**src/rtl/agg_pkg.sv**
```systemverilog
package agg_pkg;

    localparam int KEY_W  = 16;
    localparam int OPND_W = 16;
    localparam int SUM_W  = 32;
    localparam int CNT_W  = 16;

    typedef logic [KEY_W-1:0]  key_t;
    typedef logic [OPND_W-1:0] opnd_t;
    typedef logic [SUM_W-1:0]  sum_t;
    typedef logic [CNT_W-1:0]  cnt_t;

    // one way of the cache
    typedef struct packed {
        logic valid;
        key_t key;
        sum_t sum;
        cnt_t cnt;
    } entry_t;

    // record leaving on the eviction stream
    typedef struct packed {
        key_t key;
        sum_t sum;
        cnt_t cnt;
    } evrec_t;

    function automatic sum_t fold_sum(sum_t acc, opnd_t x);
        return acc + sum_t'(x);
    endfunction

    function automatic cnt_t fold_cnt(cnt_t c);
        return c + cnt_t'(1);
    endfunction

endpackage

```
**src/rtl/agg_victim_sel.sv**
```systemverilog
module agg_victim_sel #(
    parameter int WAYS  = 8,
    parameter int AGE_W = 3,
    parameter int WAY_W = 3
) (
    input  logic [WAYS-1:0]            valid_vec,
    input  logic [WAYS-1:0][AGE_W-1:0] ages,
    output logic [WAY_W-1:0]           way,
    output logic                       occupied
);
    logic free_found;

    always_comb begin
        free_found = 1'b0;
        way        = '0;
        // the lowest-numbered free way wins
        for (int w = WAYS - 1; w >= 0; w--) begin
            if (!valid_vec[w]) begin
                way        = WAY_W'(w);
                free_found = 1'b1;
            end
        end
        // all ways in use: take the oldest one
        if (!free_found) begin
            for (int w = 0; w < WAYS; w++) begin
                if (ages[w] == AGE_W'(WAYS - 1)) begin
                    way = WAY_W'(w);
                end
            end
        end
        occupied = !free_found;
    end

endmodule

```
**src/rtl/agg_evict_fifo.sv**
```systemverilog
module agg_evict_fifo
    import agg_pkg::*;
#(
    parameter int DEPTH = 4
) (
    input  logic   clk,
    input  logic   rst,
    input  logic   push,
    input  evrec_t push_rec,
    input  logic   pop,
    output logic   full,
    output logic   out_valid,
    output evrec_t head
);
    localparam int PTR_W = (DEPTH > 1) ? $clog2(DEPTH) : 1;
    localparam int OCC_W = $clog2(DEPTH + 1);

    evrec_t           mem [DEPTH];
    logic [PTR_W-1:0] wr_ptr;
    logic [PTR_W-1:0] rd_ptr;
    logic [OCC_W-1:0] occ;

    function automatic logic [PTR_W-1:0] ptr_next(logic [PTR_W-1:0] p);
        return (p == PTR_W'(DEPTH - 1)) ? '0 : p + PTR_W'(1);
    endfunction

    always_ff @(posedge clk) begin
        if (rst) begin
            wr_ptr <= '0;
            rd_ptr <= '0;
            occ    <= '0;
        end else begin
            if (push) begin
                mem[wr_ptr] <= push_rec;
                wr_ptr      <= ptr_next(wr_ptr);
            end
            if (pop) begin
                rd_ptr <= ptr_next(rd_ptr);
            end
            unique case ({push, pop})
                2'b10:   occ <= occ + OCC_W'(1);
                2'b01:   occ <= occ - OCC_W'(1);
                default: occ <= occ;
            endcase
        end
    end

    assign full      = (occ == OCC_W'(DEPTH));
    assign out_valid = (occ != '0);
    assign head      = mem[rd_ptr];

endmodule

```
**src/rtl/agg_cache.sv**
```systemverilog
module agg_cache
    import agg_pkg::*;
#(
    parameter int   SETS     = 4,
    parameter int   WAYS     = 8,
    parameter int   EV_DEPTH = 4,
    parameter int   STAT_W   = 32,
    parameter sum_t INIT_SUM = '0
) (
    input  logic              clk,
    input  logic              rst,
    input  logic              in_valid,
    output logic              in_ready,
    input  logic [KEY_W-1:0]  in_key,
    input  logic [OPND_W-1:0] in_opnd,
    output logic              ev_valid,
    input  logic              ev_ready,
    output logic [KEY_W-1:0]  ev_key,
    output logic [SUM_W-1:0]  ev_sum,
    output logic [CNT_W-1:0]  ev_cnt,
    output logic [STAT_W-1:0] lookup_count,
    output logic [STAT_W-1:0] evict_count
);
    localparam int IDX_W = (SETS > 1) ? $clog2(SETS) : 1;
    localparam int WAY_W = $clog2(WAYS);
    localparam int AGE_W = WAY_W;

    // storage and recency state
    entry_t                     ent_q [SETS][WAYS];
    logic [WAYS-1:0][AGE_W-1:0] age_q [SETS];

    logic [IDX_W-1:0]           idx;
    logic [WAYS-1:0]            hit_vec;
    logic [WAYS-1:0]            set_valid;
    logic [WAYS-1:0][AGE_W-1:0] set_ages;
    logic                       hit;
    logic [WAY_W-1:0]           hit_way;
    logic [WAY_W-1:0]           vic_way;
    logic                       vic_occupied;
    logic [WAY_W-1:0]           tgt_way;
    logic [AGE_W-1:0]           tgt_age;
    logic                       fire;
    logic                       evict;
    logic                       fifo_full;
    logic                       pop;
    entry_t                     cur_ent;
    entry_t                     new_ent;
    evrec_t                     vic_rec;
    evrec_t                     head_rec;

    assign idx      = in_key[IDX_W-1:0];
    assign set_ages = age_q[idx];

    // per-way tag compare
    for (genvar g = 0; g < WAYS; g++) begin : g_way
        assign set_valid[g] = ent_q[idx][g].valid;
        assign hit_vec[g]   = ent_q[idx][g].valid && (ent_q[idx][g].key == in_key);
    end

    assign hit = |hit_vec;

    always_comb begin
        hit_way = '0;
        for (int w = 0; w < WAYS; w++) begin
            if (hit_vec[w]) begin
                hit_way = WAY_W'(w);
            end
        end
    end

    agg_victim_sel #(
        .WAYS (WAYS),
        .AGE_W(AGE_W),
        .WAY_W(WAY_W)
    ) u_vsel (
        .valid_vec(set_valid),
        .ages     (set_ages),
        .way      (vic_way),
        .occupied (vic_occupied)
    );

    assign tgt_way = hit ? hit_way : vic_way;
    assign tgt_age = set_ages[tgt_way];
    assign fire    = in_valid && in_ready;
    assign evict   = fire && !hit && vic_occupied;

    // fold on hit, fresh install on miss
    always_comb begin
        cur_ent       = ent_q[idx][tgt_way];
        new_ent.valid = 1'b1;
        if (hit) begin
            new_ent.key = cur_ent.key;
            new_ent.sum = fold_sum(cur_ent.sum, in_opnd);
            new_ent.cnt = fold_cnt(cur_ent.cnt);
        end else begin
            new_ent.key = in_key;
            new_ent.sum = fold_sum(INIT_SUM, in_opnd);
            new_ent.cnt = fold_cnt('0);
        end
        vic_rec.key = cur_ent.key;
        vic_rec.sum = cur_ent.sum;
        vic_rec.cnt = cur_ent.cnt;
    end

    always_ff @(posedge clk) begin
        if (rst) begin
            for (int s = 0; s < SETS; s++) begin
                for (int w = 0; w < WAYS; w++) begin
                    ent_q[s][w]    <= '0;
                    age_q[s][w]    <= AGE_W'(w);
                end
            end
            lookup_count <= '0;
            evict_count  <= '0;
        end else if (fire) begin
            ent_q[idx][tgt_way] <= new_ent;
            for (int w = 0; w < WAYS; w++) begin
                if (WAY_W'(w) == tgt_way) begin
                    age_q[idx][w] <= '0;
                end else if (set_ages[w] < tgt_age) begin
                    age_q[idx][w] <= set_ages[w] + AGE_W'(1);
                end
            end
            lookup_count <= lookup_count + STAT_W'(1);
            if (evict) begin
                evict_count <= evict_count + STAT_W'(1);
            end
        end
    end

    assign pop = ev_valid && ev_ready;

    agg_evict_fifo #(
        .DEPTH(EV_DEPTH)
    ) u_evq (
        .clk      (clk),
        .rst      (rst),
        .push     (evict),
        .push_rec (vic_rec),
        .pop      (pop),
        .full     (fifo_full),
        .out_valid(ev_valid),
        .head     (head_rec)
    );

    assign in_ready = !fifo_full;
    assign ev_key   = head_rec.key;
    assign ev_sum   = head_rec.sum;
    assign ev_cnt   = head_rec.cnt;

endmodule

```
**config.mk**
```make
export PLATFORM = sky130hd
export DESIGN_NAME = agg_cache
export DESIGN_NICKNAME = d
export VERILOG_FILES = /design/src/rtl/agg_pkg.sv /design/src/rtl/agg_victim_sel.sv /design/src/rtl/agg_evict_fifo.sv /design/src/rtl/agg_cache.sv
export SDC_FILE = /design/constraint.sdc
export NUM_CORES = 2
export LEC_CHECK = 0
export ABC_AREA = 1
export BUFFER_PORTS_ARGS = -buffer_cell sky130_fd_sc_hd__clkbuf_2
export CAP_MARGIN = 25
export CORE_ASPECT_RATIO = 0.7
export CORE_MARGIN = 5
export CORE_UTILIZATION = 35
export DETAILED_ROUTE_END_ITERATION = 16
export PLACE_DENSITY = 0.52
export SLEW_MARGIN = 10
export SYNTH_ARGS = -nofsm -noshare
export SYNTH_HDL_FRONTEND = slang
export SYNTH_HIERARCHICAL = 1
export SYNTH_SLANG_ARGS = --single-unit
```
**constraint.sdc**
```tcl
create_clock -name clk -period 10.6 [get_ports clk]
set_input_delay 1.06 -clock clk [delete_from_list [all_inputs] [get_ports clk]]
set_output_delay 1.06 -clock clk [all_outputs]
set_load 0.1 [all_outputs]
```
==> metrics.txt <==
dpl cells 14488; Std-Cell Rows 173; CP most frequent cell nand2_1; share of cells above drive strength 1 9.08%; Initial DRC Count 14005; Worst Path Max Fanout 65; Min-Delay Endpoint ent_q[3][389]; vias in the first global route 80681; maximum clock path buffer count 4; Remaining DRCs 0; Sinks on Clock Net 2505; slowest stage delay, CP 0.56 ns; most numerous cell in the Yosys netlist nor2_1; initial antenna violation count 29; leakage power 0.0461 µW; grt ovf 0; Hold Violations, Final 0; FF+latch count, synth 2505; Synth cell types 65; Die W 683 µm; hold path depth 2; Fin Hold WS 0.457 ns; leading area contributor after synthesis edfxtp_1; Seq/Total Area, Yosys 66.8%; Area contributors post-synth edfxtp_1 (65%), nor2_1 (8.5%), nand2_1 (8.2%); largest net degree at the start of global routing 138; gpl congestion 0.963; area grow syn2layout 12.3%; RSZ-0062 raised after global routing no; worst setup path class primary input to register; nets 10633; Ports 166; core area 317000 µm²; Worst R2R End ent_q[3][363]; WL final 464 mm; crit path launch type primary input; H-tree depth 4; critical path's slowest cell a221oi_1; final setup vio count 0; Synth Flop Type edfxtp_1; status completed; Slew @ Worst Pin 1.25 ns; Mapped Area 111000 µm²; post-route ant nets 0; initial core utilization 35.1%; root buf cell clkbuf_16; Reg clk slew, reported paths 0.06 ns; first-pass GRT wire length 641 mm; synthesized netlist cell count 10627; warning count from the yosys run 6; Required @ worst endpoint 11.23 ns; Worst EP arrival 10.30 ns; port bufs 165; worst reg2reg setup slack 2.21 ns; DP Area 117000 µm²; pre-CTS setup slack 0.461 ns; nature of the critical path endpoint register; Avg Synthesized Cell Area 10.5 µm²; Async SR Flop Fraction 0%; worst-case vdd ir drop 148 µV; f_max 103 MHz; final worst-path cycle share 91.2%; TNS Setup 0 ns; Cell Count, Final, Fillers Out 14962; postcts setup bufs 0; via count 87194; # hold bufs at CTS 0; R2R depth 38; Worst slew margin 16.4%; post_cts resized 0; area share of the largest cell type after synthesis 64.9%; Pwr Density 175 nW/µm²; TritonCTS Buffers 245; CTS tree built; Post-synth EDFFs 2400; FF-to-FF Start ent_q[3][309]; Slew Viols, Final 0; clk_lat worst skew 0.96 ns; routed len/inst 31.0 µm; Commonest cells post-synth nor2_1 (2525), nand2_1 (2428), edfxtp_1 (2400); max_cap viols 0; drt first pass iters 7; Die Span Y 481 µm; clk_skew 0.0549 ns; die area 329000 µm²; Design Area, Final 125000 µm²; # fillers 30640; Via density 5.83; PnR worst setup slack 0.934 ns; Worst Hold Launch ent_q[3][389]; Hold Path Class register to register; post-layout min period 9.67 ns; gr usage total 27.3%; HPWL Detailed 268 mm
how the worst max path moves through the flow:
stage | from | endpoint | slack [ns] | cells past startpoint
floorplan | in_key[0] | ent_q[0][164] | 1.27 | 51
global placement | in_key[0] | ent_q[3][363] | 0.39 | 48
detailed placement | in_key[0] | ent_q[3][363] | 0.46 | 48
CTS | in_key[0] | ent_q[3][363] | 1.42 | 48
global route | in_key[0] | ent_q[2][493] | 0.78 | 48
finish | in_key[0] | ent_q[3][363] | 0.93 | 48
layout by cell type, fill, tap and decap left out, drive strengths merged, types with 142 or more instances in the layout:
cell	Yosys	layout
nor2	2550	2550
nand2	2435	2435
edfxtp	2400	2400
clkbuf	511	473
nand3	416	416
a22oi	354	354
inv	330	336
buf	322	309
o21ai	276	276
a221oi	179	179
nand4	153	153
a21oi	142	142
flip-flops by register name (all words and copies together), names as in the netlist, named ones only:
signal	cells
evict_count	32
age_q	96
u_evq/mem	256
u_evq/wr_ptr	2
u_evq/occ	3
lookup_count	32
u_evq/rd_ptr	2
ent_q	2080
cell families after synthesis:
| logic type | after synthesis | share of synthesized area (%) |
|---|---|---|
| AND/OR/NAND/NOR | 5628 | 20.1 |
| XOR/XNOR | 22 | 0.173 |
| adder cells (fa/ha/maj) | 51 | 0.588 |
| buffers and inverters | 1166 | 4.48 |
| flip-flops | 2505 | 66.8 |
| other | 1 | 0.00338 |
| multiplexers | 2 | 0.0180 |
| AO/OA/AOI/OAI | 1252 | 7.81 |
final cells by class:
type / count / area [µm²] / share of cell area (%)
Tap cell: 4200 / 5260 / 4.21
Antenna cell: 20 / 50.0 / 0.0401
Clock buffer: 308 / 6450 / 5.17
Clock inverter: 135 / 1130 / 0.907
Sequential cell: 2505 / 74200 / 59.5
Multi-Input combinational cell: 6987 / 32500 / 26.1
Inverter: 333 / 1370 / 1.10
Timing Repair Buffer: 474 / 3730 / 2.99
worst max-delay path, delay by kind of cell:
family / cells / cell delay [ns]
compound gates: 13 / 2.86
fa+ha+maj: 1 / 0.39
buf+inv: 7 / 2.23
simple gates: 27 / 3.56
per-stage QoR:
step | util, % | total power (µW)
floorplan | - | 12400
global placement | 36.9 | 13200
detailed placement | 36.9 | 13300
CTS | 39.3 | 21800
global route | 39.4 | 22400
finish | 39.4 | 21800
where the power goes:
part	switching (µW)	internal, µW	leakage (µW)
Combinational	1520	398	0.0172
Sequential	84.6	11100	0.0252
Clock	3960	4700	0.00369
Total	5570	16200	0.0461
metal layers:
metal  vias to the layer above  part of all wire (%)  GRT usage [%]
li1                      36475                     -              -
met1                     43715                    41           39.9
met2                      6121                    40           37.7
met3                       873                    15           9.95
met4                        10                   3.1           7.57
met5                         -                 0.016              0
Power figures use the tool's default switching activity.
